## src/rtl/rtc_guard_pkg.sv

```systemverilog
package rtc_guard_pkg;

  localparam int ADDR_W = 2;

  typedef enum logic [ADDR_W-1:0] {
    A_CTRL   = 2'd0,
    A_COUNT  = 2'd1,
    A_ALARM  = 2'd2,
    A_STATUS = 2'd3
  } reg_addr_e;

  localparam int CB_RUN  = 0;
  localparam int CB_RKEY = 1;
  localparam int CB_AEN  = 2;
  localparam int CB_AKEY = 3;
  localparam int CB_OSC  = 4;
  localparam int CB_FLL  = 5;
  localparam int CTRL_W  = 6;

  typedef struct packed {
    logic fll;
    logic osc;
    logic akey;
    logic aen;
    logic rkey;
    logic run;
  } ctrl_t;

  localparam logic [CTRL_W-1:0] CTRL_RST = 6'b110001;

endpackage

```

## src/rtl/rtc_regs.sv

```systemverilog
module rtc_regs
  import rtc_guard_pkg::*;
#(
  parameter int SEC_W = 32,
  parameter int REG_W = 40
) (
  input  logic              clk,
  input  logic              rst_n,
  input  logic              wr_en,
  input  logic [ADDR_W-1:0] wr_addr,
  input  logic [REG_W-1:0]  wr_data,
  output ctrl_t             ctrl_q,
  output logic [SEC_W-1:0]  alarm_q,
  output logic              load_o,
  output logic              clr_flag_o
);

  logic hit_ctrl, hit_alarm;

  // Guards always look at the key held before the current write.
  assign hit_ctrl   = wr_en && (wr_addr == A_CTRL);
  assign hit_alarm  = wr_en && (wr_addr == A_ALARM) && ctrl_q.akey;
  assign load_o     = wr_en && (wr_addr == A_COUNT) && ctrl_q.rkey;
  assign clr_flag_o = wr_en && (wr_addr == A_STATUS) && wr_data[0];

  always_ff @(posedge clk or negedge rst_n) begin
    if (!rst_n) begin
      ctrl_q <= ctrl_t'(CTRL_RST);
    end else if (hit_ctrl) begin
      ctrl_q.rkey <= wr_data[CB_RKEY];
      ctrl_q.akey <= wr_data[CB_AKEY];
      ctrl_q.osc  <= wr_data[CB_OSC];
      ctrl_q.fll  <= wr_data[CB_FLL];
      if (ctrl_q.rkey) ctrl_q.run <= wr_data[CB_RUN];
      if (ctrl_q.akey) ctrl_q.aen <= wr_data[CB_AEN];
    end
  end

  always_ff @(posedge clk or negedge rst_n) begin
    if (!rst_n)         alarm_q <= '0;
    else if (hit_alarm) alarm_q <= wr_data[SEC_W-1:0];
  end

endmodule

```

## src/rtl/rtc_count.sv

```systemverilog
module rtc_count #(
  parameter int SEC_W = 32,
  parameter int SUB_W = 8,
  parameter int PRESC = 128,
  localparam int REG_W = SEC_W + SUB_W
) (
  input  logic             clk,
  input  logic             rst_n,
  input  logic             run,
  input  logic             tick,
  input  logic             load,
  input  logic [REG_W-1:0] load_val,
  output logic [SEC_W-1:0] sec_q,
  output logic [SUB_W-1:0] sub_q
);

  logic step;

  generate
    if (PRESC > 1) begin : g_presc
      localparam int PW = $clog2(PRESC);
      logic [PW-1:0] presc_q;
      logic          presc_end;
      assign presc_end = (presc_q == PW'(PRESC - 1));
      assign step      = run && tick && presc_end;
      always_ff @(posedge clk or negedge rst_n) begin
        if (!rst_n)           presc_q <= '0;
        else if (load)        presc_q <= '0;
        else if (run && tick) presc_q <= presc_end ? '0 : presc_q + 1'b1;
      end
    end else begin : g_direct
      assign step = run && tick;
    end
  endgenerate

  always_ff @(posedge clk or negedge rst_n) begin
    if (!rst_n) begin
      sec_q <= '0;
      sub_q <= '0;
    end else if (load) begin
      sec_q <= load_val[REG_W-1:SUB_W];
      sub_q <= load_val[SUB_W-1:0];
    end else if (step) begin
      sub_q <= sub_q + 1'b1;
      if (&sub_q) sec_q <= sec_q + 1'b1;
    end
  end

endmodule

```

## src/rtl/rtc_alarm.sv

```systemverilog
module rtc_alarm #(
  parameter int SEC_W = 32
) (
  input  logic             clk,
  input  logic             rst_n,
  input  logic             en,
  input  logic [SEC_W-1:0] sec,
  input  logic [SEC_W-1:0] alarm,
  input  logic             clr,
  output logic             flag_q,
  output logic             wake_q
);

  logic match, match_d, evt;

  assign match = en && (sec == alarm);
  assign evt   = match && !match_d;

  always_ff @(posedge clk or negedge rst_n) begin
    if (!rst_n) begin
      match_d <= 1'b0;
      flag_q  <= 1'b0;
      wake_q  <= 1'b0;
    end else begin
      match_d <= match;
      wake_q  <= evt;
      if (evt)      flag_q <= 1'b1;
      else if (clr) flag_q <= 1'b0;
    end
  end

endmodule

```

## src/rtl/rtc_guarded.sv

```systemverilog
module rtc_guarded
  import rtc_guard_pkg::*;
#(
  parameter int SEC_W = 32,
  parameter int SUB_W = 8,
  parameter int PRESC = 128,
  localparam int REG_W = SEC_W + SUB_W
) (
  input  logic              clk,
  input  logic              rst_n,
  input  logic              tick,
  input  logic              wr_en,
  input  logic [ADDR_W-1:0] wr_addr,
  input  logic [REG_W-1:0]  wr_data,
  output logic [SEC_W-1:0]  sec_count,
  output logic [SUB_W-1:0]  sub_count,
  output logic [SEC_W-1:0]  alarm_sec,
  output logic [CTRL_W-1:0] ctrl_bits,
  output logic              alarm_flag,
  output logic              wake_req
);

  ctrl_t ctrl;
  logic  load, clr_flag;

  rtc_regs #(.SEC_W(SEC_W), .REG_W(REG_W)) u_regs (
    .clk        (clk),
    .rst_n      (rst_n),
    .wr_en      (wr_en),
    .wr_addr    (wr_addr),
    .wr_data    (wr_data),
    .ctrl_q     (ctrl),
    .alarm_q    (alarm_sec),
    .load_o     (load),
    .clr_flag_o (clr_flag)
  );

  rtc_count #(.SEC_W(SEC_W), .SUB_W(SUB_W), .PRESC(PRESC)) u_count (
    .clk      (clk),
    .rst_n    (rst_n),
    .run      (ctrl.run),
    .tick     (tick),
    .load     (load),
    .load_val (wr_data),
    .sec_q    (sec_count),
    .sub_q    (sub_count)
  );

  rtc_alarm #(.SEC_W(SEC_W)) u_alarm (
    .clk    (clk),
    .rst_n  (rst_n),
    .en     (ctrl.aen),
    .sec    (sec_count),
    .alarm  (alarm_sec),
    .clr    (clr_flag),
    .flag_q (alarm_flag),
    .wake_q (wake_req)
  );

  assign ctrl_bits = ctrl;

endmodule

```

## config.mk

```make
export PLATFORM = sky130hd
export DESIGN_NAME = rtc_guarded
export DESIGN_NICKNAME = d
export VERILOG_FILES = /design/src/rtl/rtc_guard_pkg.sv /design/src/rtl/rtc_regs.sv /design/src/rtl/rtc_count.sv /design/src/rtl/rtc_alarm.sv /design/src/rtl/rtc_guarded.sv
export SDC_FILE = /design/constraint.sdc
export NUM_CORES = 1
export LEC_CHECK = 0
export BUFFER_PORTS_ARGS = -buffer_cell sky130_fd_sc_hd__buf_2
export CAP_MARGIN = 5
export CORE_ASPECT_RATIO = 1.1
export CORE_MARGIN = 4
export CORE_UTILIZATION = 57
export CTS_BUF_LIST = sky130_fd_sc_hd__clkbuf_16
export DETAILED_ROUTE_END_ITERATION = 10
export HOLD_SLACK_MARGIN = 0.08
export PLACE_DENSITY = 0.83
export SLEW_MARGIN = 25
export SYNTH_ARGS = -nofsm -noshare
export SYNTH_HDL_FRONTEND = slang
export SYNTH_SLANG_ARGS = --single-unit
```

## constraint.sdc

```tcl
create_clock -name clk -period 4.3 [get_ports clk]
set_input_delay 0.43 -clock clk [delete_from_list [all_inputs] [get_ports clk]]
set_output_delay 0.43 -clock clk [all_outputs]
set_load 0.02 [all_outputs]
```

==> flow_summary_export.csv <==
group,metric,value,unit
run_status,outcome,"finished clean",
critical_path,worstReg2RegStart,"u_count.sub_q[0]",
power_and_ir_drop,p_leak,2.45,nW
global_route,groute.usage.overall,0.267,
place,numPortBuffers,125,
power_and_ir_drop,powerDensity,611,nW/um2
floorplan,ios,126,
clock_tree,cts-root-buf,"clkbuf_16",
logic_synthesis,synth_cell_types,46,
logic_synthesis,seq_area_frac_synth,0.464,
global_route,grt_antenna_before_repair,0,
logic_synthesis,synth-async-reset-ratio,1.00,
clock_tree,path_clk_slew,0.07,ns
drt,wirelength,12.9,mm
logic_synthesis,avgSynthCellArea,10.5,um2
sta,period_share,0.539,
finish,drive_above_1_share,0.358,
place,placed_area,5390,um2
floorplan,die_h,104,um
logic_synthesis,syn_nets,503,
sta,hold_viol,0,
sta,fin_worst_skew,0.00790,ns
sta,fin_crit,2.32,ns
finish,area_growth,19.7,%
clock_tree,cts_made_buffers,9,
critical_path,crit_path_start_kind,"flip-flop",
logic_synthesis,yosys.area.top_type,"dfrtp_1",
drt,routedWlPerCell,19.1,um
sta,slew_headroom,0.479,
drt,drc,0,
floorplan,row_count,34,
sta,finalSetupViolCount,0,
drt,drt_iter0_markers,359,
drt,antenna_left,0,
clock_tree,cts_buffer_depth,2,
sta,worst_slew_pin_slew,0.782,ns
finish,antenna_cells,0,
place,gp_congestion,0.888,
logic_synthesis,synth_top_area_frac,0.447,
sta,slew_viol_final,0,
critical_path,worstPathArrival,2.51,ns
logic_synthesis,netlist_top_cells_area,"dfrtp_1, xnor2_1, mux2_2",
drt,drtPass1Iterations,5,
floorplan,dieArea,9880,um2
critical_path,critical_path.endpoint_type,"flip-flop",
run,drv_cap,0,
logic_synthesis,yosysWarnings,0,
clock_tree,post_cts_resized,0,
floorplan,core_area,8040,um2
global_route,grt_max_degree,89,
clock_tree,clk_latency,0.34,ns
sta,finalSetupTns,0,ns
power_and_ir_drop,peakVddDrop,0.000367,V
logic_synthesis,ys.flop_type,"dfrtp_1",
global_route,grt_overflow,0,
sta,max_clock_freq,432,MHz
logic_synthesis,syn-cell-area,4760,um2
clock_tree,ctsHoldBuffers,0,
logic_synthesis,synth_edf_count,0,
sta,rsz0062_at_grt,"no",
floorplan,die_x,95.1,um
logic_synthesis,postSynthCellCount,454,
finish,final_area,5690,um2
critical_path,crit_type,"flip-flop to flip-flop",
finish,nFillCells,567,
worst_hold_path,hp-class,"primary input to async pin",
drt,post_drt_via_cell_ratio,5.95,
critical_path,crit_path_start,"u_count.sub_q[0]",
clock_tree,htree_num_levels,3,
clock_tree,cts_setup_buffers,0,
global_route,grt_pass1_vias,4117,
clock_tree,cts_sinks,88,
clock_tree,cts_tree,"done",
finish,nNetsFinal,614,
drt,vias,4031,
logic_synthesis,ys_ff_latch,88,
critical_path,critPathMaxFanout,30,
floorplan,initial_core_util,0.592,
global_route,grt_pass1_wl,20.7,mm
critical_path,crit_required,4.50,ns
place,dp_hpwl,9.15,mm
==> metrics by stage <==
step                hold slack, ns  worst slack, ns  instances  total power [mW]   util
floorplan                    0.134             2.43        454              2.18      -
global placement             0.411             2.13        662              2.63  0.670
detailed placement           0.414             2.07        662              2.67  0.671
CTS                          0.183             1.98        678              3.48  0.708
global route                 0.215             1.86        678              3.63  0.708
finish                       0.143             1.98        678              3.48  0.708
==> layout by cell type, fill, tap and decap left out, types with 2 or more instances in the layout <==
cell type / instances
buf_2: 124
dfrtp_1: 85
xnor2_1: 61
nand2_1: 53
mux2_2: 38
o21ai_0: 24
nand4_1: 21
nor2_1: 15
nand3_1: 13
o21ai_1: 13
nor3_1: 12
nor4_2: 11
inv_1: 10
and3_1: 10
a21oi_1: 9
clkbuf_16: 9
xor2_1: 7
nor4_1: 6
and4_1: 5
and2_1: 4
ha_1: 3
inv_6: 3
dfstp_2: 3
nor2b_1: 2
nand4_4: 2
mux2i_1: 2
nor4_4: 2
clkinvlp_4: 2
==> synthesized netlist by cell type, types with 2 or more instances <==
cell type,number
dfstp_2,3
mux2i_1,2
nor3_1,12
nor4_4,2
nor2_1,15
nand4_1,21
xnor2_1,61
and4_1,5
and3_1,11
buf_6,3
o21ai_0,24
nor4_2,11
nor2b_1,2
clkbuf_1,12
nor4_1,6
buf_4,5
buf_2,4
inv_1,10
xor2_1,7
o21ai_1,13
mux2_2,38
and2_1,4
dfrtp_1,85
a21oi_1,9
nand3_1,13
nand2_1,53
nand4_4,2
ha_1,3
==> flip-flops by register name, summed over array words and instances (netlist names) <==
register                 count
u_count.sec_q               32
u_regs.alarm_q              32
u_count.sub_q                8
u_count.g_presc.presc_q      7
u_regs.ctrl_q                6
u_alarm.flag_q               1
u_alarm.match_d              1
u_alarm.wake_q               1
==> layer usage <==
metal,share of wire,routed length (um),track usage
met1,0.40,5220,0.351
met2,0.49,6340,0.426
met3,0.070,901,0.0486
met4,0.036,462,0.120
met5,0,0,0
==> worst max-delay path, stage by stage, from the launching register on <==
cell	delay, ns
dfrtp_1	0.43
ha_1	0.22
and4_1	0.24
nand4_4	0.49
nor4_1	0.54
xnor2_1	0.18
o21ai_1	0.07
==> final timing paths <==
path / to / slack (ns) / cells past startpoint
max: u_count.sec_q[29] / 1.98 / 6
min: u_count.sub_q[4] / 0.14 / 1
max reg2reg: u_count.sec_q[29] / 1.98 / 6
min reg2reg: u_alarm.wake_q / 0.42 / 1
max in group asynchronous: u_count.sec_q[22] / 3.63 / 1
min in group clk: u_count.sec_q[28] / 0.31 / 3
==> final cells by class <==
cell class              instances  area [um2]  area share
inverters                      10        37.5     0.00659
flip-flops and latches         88        2210       0.387
well taps                     108         135      0.0237
clock buffers                   9         225      0.0396
multi-input cells             330        2370       0.417
repair buffers                126         639       0.112
clock inverters                 7        76.3      0.0134
==> cells by family (layout without fill, tap and decap cells) <==
kind of cell,count (synthesis),in the layout,share of synthesized area
multiplexers,40,40,0.0941
buffers and inverters,36,152,0.0384
flip-flops,88,88,0.464
AO/OA/AOI/OAI,52,52,0.0586
adder cells (fa/ha/maj),3,3,0.00789
AND/OR/NAND/NOR,167,167,0.212
XOR/XNOR,68,68,0.125
==> where the power goes <==
part / total (mW) / internal [mW] / switching (mW)
combinational: 1.23 / 0.527 / 0.704
sequential: 1.45 / 1.08 / 0.363
clock: 0.800 / 0.456 / 0.345
total: 3.48 / 2.07 / 1.41
(Power assumes the default switching activity.)
